`config.mk`:
```
export PLATFORM = sky130hd
export DESIGN_NAME = vcap_irq_unit
export DESIGN_NICKNAME = d
export VERILOG_FILES = /design/src/rtl/vcap_irq_pkg.sv /design/src/rtl/vcap_ctrl_regs.sv /design/src/rtl/vcap_pos_track.sv /design/src/rtl/vcap_evt_flags.sv /design/src/rtl/vcap_irq_unit.sv
export SDC_FILE = /design/constraint.sdc
export NUM_CORES = 1
export LEC_CHECK = 0
export BUFFER_PORTS_ARGS = -buffer_cell sky130_fd_sc_hd__buf_2
export CORE_MARGIN = 3
export CORE_UTILIZATION = 53
export CTS_BUF_LIST = sky130_fd_sc_hd__clkbuf_4 sky130_fd_sc_hd__clkbuf_8
export CTS_CLUSTER_DIAMETER = 60
export DETAILED_ROUTE_END_ITERATION = 10
export PLACE_DENSITY = 0.91
export SYNTH_ARGS = -nofsm -noshare
export SYNTH_HDL_FRONTEND = slang
export SYNTH_SLANG_ARGS = --single-unit
```
`constraint.sdc`:
```
create_clock -name clk -period 4.45 [get_ports clk]
set_input_delay 0.445 -clock clk [delete_from_list [all_inputs] [get_ports clk]]
set_output_delay 0.445 -clock clk [all_outputs]
set_load 0.01 [all_outputs]
```
`src/rtl/vcap_irq_pkg.sv`:
```
package vcap_irq_pkg;

    localparam int COORD_W = 12;
    localparam int DATA_W  = 32;
    localparam int NUM_EVT = 3;

    // event indices into flag, enable and acknowledge vectors
    localparam int EV_CC  = 0;
    localparam int EV_THR = 1;
    localparam int EV_HBE = 2;

    // control register field positions
    localparam int CTL_CAPEN_BIT = 0;
    localparam int CTL_IE_LSB    = 1;
    localparam int CTL_ACK_LSB   = CTL_IE_LSB + NUM_EVT;
    localparam int CTL_SRST_BIT  = CTL_ACK_LSB + NUM_EVT;
    localparam int CTL_THR_LSB   = 16;

    // status register field positions
    localparam int STS_FLAG_LSB = 0;
    localparam int STS_X_LSB    = 4;
    localparam int STS_Y_LSB    = 16;

    typedef logic [NUM_EVT-1:0] evt_vec_t;
    typedef logic [COORD_W-1:0] coord_t;

    typedef struct packed {
        logic     cap_en;
        evt_vec_t ie;
        coord_t   y_thr;
    } ctrl_t;

    typedef struct packed {
        coord_t x;
        coord_t y;
    } pos_t;

    typedef struct packed {
        logic     wr;
        evt_vec_t ack;
        logic     srst;
    } ctl_cmd_t;

    function automatic logic [DATA_W-1:0] pack_ctrl(input ctrl_t c);
        logic [DATA_W-1:0] w;
        w = '0;
        w[CTL_CAPEN_BIT] = c.cap_en;
        w[CTL_IE_LSB +: NUM_EVT] = c.ie;
        w[CTL_THR_LSB +: COORD_W] = c.y_thr;
        return w;
    endfunction

    function automatic ctrl_t unpack_ctrl(input logic [DATA_W-1:0] w);
        ctrl_t c;
        c.cap_en = w[CTL_CAPEN_BIT];
        c.ie     = w[CTL_IE_LSB +: NUM_EVT];
        c.y_thr  = w[CTL_THR_LSB +: COORD_W];
        return c;
    endfunction

    function automatic logic [DATA_W-1:0] pack_status(input evt_vec_t f, input pos_t p);
        logic [DATA_W-1:0] w;
        w = '0;
        w[STS_FLAG_LSB +: NUM_EVT] = f;
        w[STS_X_LSB +: COORD_W] = p.x;
        w[STS_Y_LSB +: COORD_W] = p.y;
        return w;
    endfunction

endpackage

```
`src/rtl/vcap_ctrl_regs.sv`:
```
module vcap_ctrl_regs
    import vcap_irq_pkg::*;
#(
    parameter int ADDR_W    = 2,
    parameter int CTRL_ADDR = 0
) (
    input  logic              clk,
    input  logic              rst,
    input  logic              reg_wr,
    input  logic [ADDR_W-1:0] reg_addr,
    input  logic [DATA_W-1:0] reg_wdata,
    output ctrl_t             ctrl,
    output ctl_cmd_t          cmd
);

    localparam logic [ADDR_W-1:0] CTRL_SEL = ADDR_W'(CTRL_ADDR);

    logic ctl_wr;

    assign ctl_wr = reg_wr && (reg_addr == CTRL_SEL);

    // one-shot command bits are decoded straight from the write, never stored
    always_comb begin
        cmd.wr   = ctl_wr;
        cmd.ack  = ctl_wr ? reg_wdata[CTL_ACK_LSB +: NUM_EVT] : '0;
        cmd.srst = ctl_wr & reg_wdata[CTL_SRST_BIT];
    end

    always_ff @(posedge clk) begin
        if (rst) begin
            ctrl <= '0;
        end else if (ctl_wr) begin
            ctrl <= unpack_ctrl(reg_wdata);
        end
    end

endmodule

```
`src/rtl/vcap_pos_track.sv`:
```
module vcap_pos_track
    import vcap_irq_pkg::*;
(
    input  logic   clk,
    input  logic   rst,
    input  logic   srst,
    input  logic   pix_vld,
    input  coord_t pix_x,
    input  coord_t pix_y,
    input  logic   field_done,
    input  logic   wr_idle,
    input  coord_t y_thr,
    output pos_t   pos,
    output logic   thr_hit
);

    logic line_hit;   // threshold line seen in this field
    logic fired;      // threshold event already raised in this field

    assign thr_hit = line_hit & wr_idle & ~fired;

    always_ff @(posedge clk) begin
        if (rst || srst) begin
            pos <= '0;
        end else if (pix_vld) begin
            pos.x <= pix_x;
            pos.y <= pix_y;
        end
    end

    always_ff @(posedge clk) begin
        if (rst || srst) begin
            line_hit <= 1'b0;
            fired    <= 1'b0;
        end else if (field_done) begin
            line_hit <= 1'b0;
            fired    <= 1'b0;
        end else begin
            if (pix_vld && (pix_y >= y_thr)) begin
                line_hit <= 1'b1;
            end
            if (thr_hit) begin
                fired <= 1'b1;
            end
        end
    end

endmodule

```
`src/rtl/vcap_evt_flags.sv`:
```
module vcap_evt_flags
    import vcap_irq_pkg::*;
(
    input  logic     clk,
    input  logic     rst,
    input  logic     srst,
    input  evt_vec_t set,
    input  evt_vec_t ack,
    input  evt_vec_t ie,
    output evt_vec_t flags,
    output logic     irq
);

    for (genvar i = 0; i < NUM_EVT; i++) begin : g_flag
        always_ff @(posedge clk) begin
            if (rst || srst) begin
                flags[i] <= 1'b0;
            end else if (set[i]) begin
                flags[i] <= 1'b1;     // a new occurrence outranks an acknowledge
            end else if (ack[i]) begin
                flags[i] <= 1'b0;
            end
        end
    end

    assign irq = |(flags & ie);

endmodule

```
`src/rtl/vcap_irq_unit.sv`:
```
module vcap_irq_unit
    import vcap_irq_pkg::*;
#(
    parameter int ADDR_W    = 2,
    parameter int CTRL_ADDR = 0,
    parameter int STAT_ADDR = 1
) (
    input  logic               clk,
    input  logic               rst,
    input  logic               pix_vld,
    input  logic [COORD_W-1:0] pix_x,
    input  logic [COORD_W-1:0] pix_y,
    input  logic               field_done,
    input  logic               buf_ovf,
    input  logic               wr_idle,
    input  logic               reg_wr,
    input  logic [ADDR_W-1:0]  reg_addr,
    input  logic [DATA_W-1:0]  reg_wdata,
    output logic [DATA_W-1:0]  reg_rdata,
    output logic               irq
);

    localparam logic [ADDR_W-1:0] CTRL_SEL = ADDR_W'(CTRL_ADDR);
    localparam logic [ADDR_W-1:0] STAT_SEL = ADDR_W'(STAT_ADDR);

    ctrl_t    ctrl;
    ctl_cmd_t cmd;
    pos_t     pos;
    logic     thr_hit;
    evt_vec_t evt_set;
    evt_vec_t evt_flags;

    vcap_ctrl_regs #(
        .ADDR_W   (ADDR_W),
        .CTRL_ADDR(CTRL_ADDR)
    ) u_regs (
        .clk      (clk),
        .rst      (rst),
        .reg_wr   (reg_wr),
        .reg_addr (reg_addr),
        .reg_wdata(reg_wdata),
        .ctrl     (ctrl),
        .cmd      (cmd)
    );

    vcap_pos_track u_pos (
        .clk       (clk),
        .rst       (rst),
        .srst      (cmd.srst),
        .pix_vld   (pix_vld),
        .pix_x     (pix_x),
        .pix_y     (pix_y),
        .field_done(field_done),
        .wr_idle   (wr_idle),
        .y_thr     (ctrl.y_thr),
        .pos       (pos),
        .thr_hit   (thr_hit)
    );

    always_comb begin
        evt_set         = '0;
        evt_set[EV_CC]  = field_done & ctrl.cap_en;
        evt_set[EV_THR] = thr_hit;
        evt_set[EV_HBE] = buf_ovf;
    end

    vcap_evt_flags u_flags (
        .clk  (clk),
        .rst  (rst),
        .srst (cmd.srst),
        .set  (evt_set),
        .ack  (cmd.ack),
        .ie   (ctrl.ie),
        .flags(evt_flags),
        .irq  (irq)
    );

    always_comb begin
        if (reg_addr == CTRL_SEL) begin
            reg_rdata = pack_ctrl(ctrl);
        end else if (reg_addr == STAT_SEL) begin
            reg_rdata = pack_status(evt_flags, pos);
        end else begin
            reg_rdata = '0;
        end
    end

endmodule

```
# Word-level counts from Yosys, hierarchy flattened

Index checks and enable logic that the tools add are counted.
W data, S select, Z words.

Magnitude comparators: 1
Equal/unequal tests: 1
Muxes and demuxes: 9
Bitwise operators: 6
Reduce and logical (&&, ||, !) cells: 9

Operator list:

| kind                 | count |
|---|---|
| $mux W28             | 2 |
| $ge A12 B12 Y1       | 1 |
| $mux W1              | 6 |
| $reduce_bool A2 Y1   | 3 |
| $and A1 B1 Y1        | 4 |
| $and A3 B3 Y3        | 1 |
| $mux W3              | 1 |
| $reduce_or A3 Y1     | 1 |
| $eq A2 B1 Y1 const B | 1 |
| $logic_and A1 B1 Y1  | 2 |
| $logic_not A2 Y1     | 1 |
| $reduce_or A2 Y1     | 1 |
| $logic_or A1 B1 Y1   | 1 |
| $not A1 Y1           | 1 |

Flip-flop bits (word level): 45
Bits of input ports: 65
Output and inout port bits: 33
Logic and storage cells: 36

# Logic depth before layout (Yosys ltp)

Word-level depth: 5
Mapped depth: 6
Gate-level depth less buffers: 6

# Cells and area by module

From an unflattened synthesis, not the netlist that was laid out.

Cell total of the unflattened synthesis: 275
Area total of the unflattened synthesis: 2,524.9 um^2

Modules (own cells, without submodules):

| module         | instances | cells each | area each (um^2) | sequential area each (um^2) |
|---|---|---|---|---|
| vcap_pos_track | 1         | 130        | 1,231.2          | 520.5 |
| vcap_ctrl_regs | 1         | 75         | 765.7            | 320.3 |
| vcap_irq_unit  | 1         | 55         | 402.9            | 0.0 |
| vcap_evt_flags | 1         | 15         | 125.1            | 60.1 |

# Worst setup path after synthesis

No wires, ideal clock.

Path kind: input-to-output
Start: input reg_addr[0]
End: output reg_rdata[10]
Data arrival time: 1.124 ns
Data required time: 4.005 ns
Slack: 2.881 ns
Stages on the path: 4
Buffers on the path: 2
Cell sequence: buf_6 > nor2b_1 > clkbuf_1 > and2_1

Cells in the longest elaborated chain, start to end: 3
Elaborated cells between the ends (all ways): 4
Classes of those cells: eq/ne (1); mux (2); reduce/logical (1)

RTL lines:

| element         | line                | text |
|---|---|---|
| start, declared | vcap_irq_unit.sv:17 | `input logic [ADDR_W-1:0] reg_addr,` |
| $eq A2 B1 Y1    | vcap_irq_unit.sv:81 | `end else if (reg_addr == STAT_SEL) begin` |
| $mux W28        | vcap_irq_unit.sv:81 |  |
| $mux W28 (*)    | vcap_irq_unit.sv:79 | `if (reg_addr == CTRL_SEL) begin` |
| end, declared   | vcap_irq_unit.sv:19 | `output logic [DATA_W-1:0] reg_rdata,` |

Every way passes the cells marked *; elsewhere a longest branch is shown, timed or not.

# Worst setup path after layout

Start: input reg_addr[0]
End: output reg_rdata[5]

The elaborated chain is that of the path after synthesis.

==> summary.txt <==
Worst setup path
  • Critical path data required time: 4010 ps
  • Crit-path cells: buf_2 -> nor2b_1 -> and2_1 -> buf_2
  • Crit. path cell count: 4
  • Most used cell, CP: buf_2
  • Worst path bufs/invs: 2
  • Worst setup EP type: output port
  • R2r startpoint: u_regs.ctrl[10]
  • CP Launch Type: input port
  • Top delay family on crit path: simple AND/OR/NAND/NOR gates
  • Worst-path maximum fanout: 18
  • Critical Path Slowest Stage Cell: nor2b_1
  • Crit path kind: in2out
  • Critical Path AT: 1740 ps
  • FF-to-FF setup slack: 2900 ps
  • Reg2Reg Depth: 6
  • Largest stage delay, worst path: 540 ps
  • CP Launch Point: reg_addr[0]

CTS
  • Post-CTS Setup Inserts: 0
  • Num CTS Buffers: 5
  • Root Buffer: clkbuf_8
  • CTS tree: yes
  • Max clock buf depth: 2
  • Post_cts resized: 0
  • Clock sinks: 45
  • Hold-fix buffers at CTS: 0
  • Worst skew pair latency: 290 ps
  • Clock Pin Slew Worst Setup and Hold Paths: 80 ps
  • Htree depth: 2

Cells and area
  • Design area: 2720 um2
  • ANT cells: 0
  • Nets: 418
  • Area delta synth->final: 19.5%
  • Layout cell share with drive strength beyond 1: 0.264
  • Fin util: 0.670

Drt
  • DR vias: 1980
  • DR WL/cell: 12.9 um
  • Wirelength, routed: 5040 um
  • First-pass DRT Iterations: 4
  • 1st-iter DRT viols: 103
  • # DRC: 0
  • Vias per std cell: 5.06
  • Antenna viol nets, final: 0

Yosys
  • Asr flop ratio synth: 0
  • Count of cell types in the netlist: 29
  • #FFs+latches synth: 45
  • Synthesized cell area: 2270 um2
  • Synth warn: 0
  • Proportion of netlist area held by the largest area contributor: 0.396
  • Synth top cells by count: nor2_1 (46), dfxtp_1 (45), mux2i_1 (39), nand2_1 (39), a21oi_1 (22)
  • Sequential share of the synthesized area: 0.396
  • Avg Cell Area, Syn: 8.46 um2
  • Synth area leaders: dfxtp_1 (40%), mux2i_1 (17%), nor2_1 (7.6%), ha_1 (6.6%), nand2_1 (6.4%)
  • Post-synth EDFFs: 0
  • Cell taking the most area after synthesis: dfxtp_1
  • Most common cell in the synthesized netlist: nor2_1
  • Synth Instances: 269
  • Ys flop type: dfxtp_1

Timing
  • Slew @ Worst Pin: 932 ps
  • Min cycle time layout: 2190 ps
  • Slew HR: 0.379
  • Setup_tns: 0 ps
  • RSZ-0062 raised after global routing: false
  • Fin Clk Skew: 4.27 ps
  • Final setup viols: 0
  • Fin Hold WS: 359 ps
  • Hold Violations, Final: 0
  • Period utilization: 0.491
  • Max Slew Vio Count: 0
  • Max Fclk: 457 MHz

Global routing
  • Largest net degree at the start of global routing: 30
  • Congestion Overflow GR: 0
  • Number of global-route vias before repair: 1962
  • Initial antenna violation count: 0
  • All-layer global routing usage: 0.204
  • First-pass GRT wire length: 8400 um

Place
  • Final Wtd Congestion: 0.824
  • Area after DPL: 2630 um2
  • Detailed placement HPWL: 3670 um
  • PortBufs: 81

Die
  • Die H: 71.5 um
  • Die width: 71.5 um
  • Die ar.: 5110 um2
  • IO Pins: 98
  • Initial core utilization: 0.561
  • CORE AREA: 4060 um2
  • Row Count: 23

Pwr
  • Peak supply drop: 0.206 mV
  • Leak Pwr: 1.35 nW
  • Power Dens Cells: 298 nW/um2

Hold path
  • Hold depth: 3
  • HP Start: buf_ovf
  • Hold WC Path Type: in2reg

Status
  • Outcome: complete, no violations

Job
  • MaxCap Viol Count: 0
==> per-layer routing <==
metal / track usage / part of all wire / up-vias
li1: - / - / 1016
met1: 0.258 / 0.45 / 884
met2: 0.346 / 0.47 / 72
met3: 0.0393 / 0.062 / 8
met4: 0.0752 / 0.014 / 0
met5: 0 / 0 / -
==> flip-flops by register name, indices dropped and copies added, names as in the netlist <==
register and flops:
u_pos.pos 24, u_regs.ctrl 16, u_flags.flags 3, u_pos.fired 1
u_pos.line_hit 1
==> through the flow <==
step	total power, mW	instances	setup slack, ps
after floorplan	0.523	272	2880
after global placement	0.559	384	2280
after detailed placement	0.564	384	2220
after CTS	0.815	391	2230
after global routing	0.851	391	2080
final	0.809	391	2260
==> placed cells by master, fill, tap and decap left out, types with 4 or more instances in the layout <==
cell,n
dfxtp_1,45
mux2i_1,39
a21oi_1,22
ha_1,12
buf_2,81
conb_1,4
clkbuf_8,6
and2_1,13
nor2_1,46
inv_1,13
nand2_1,39
==> power breakdown <==
part           internal, mW  switching [mW]  leakage [nW]
logic                0.0559          0.0658         0.934
registers             0.422          0.0110         0.369
clock network         0.129           0.125        0.0477
==> final timing paths <==
| kind | end |
|---|---|
| worst max-delay path | reg_rdata[5] |
| worst min-delay path | u_flags.flags[2] |
| worst max register to register | u_pos.line_hit |
| worst min register to register | u_regs.ctrl[15] |
==> worst register-to-register path, stage by stage, from the launching register on <==
cell     delay, ps
dfxtp_1        370
inv_1           60
ha_1           300
nand4_1        120
nor3_1         170
or3b_1         350
o21ai_1        120
==> cell type report <==
| type | instances | area, um2 |
|---|---|---|
| Clock buffer | 7 | 90.1 |
| Timing Repair Buffer | 82 | 413 |
| Fill cell | 340 | 1340 |
| Tap cell | 50 | 62.6 |
| Multi-Input combinational cell | 194 | 1200 |
| Sequential cell | 45 | 901 |
| Inverter | 13 | 48.8 |
==> kinds of logic after synthesis <==
kind of cell / count (synthesis) / synth area share
and+or+nand+nor: 107 / 0.203
DFF: 45 / 0.396
muxes: 39 / 0.172
buffers and inverters: 33 / 0.0798
AOI/OAI and AO/OA: 32 / 0.0820
adders and majority gates: 12 / 0.0660
other: 1 / 0.00165
No activity file was read; power rests on OpenSTA's default activity.
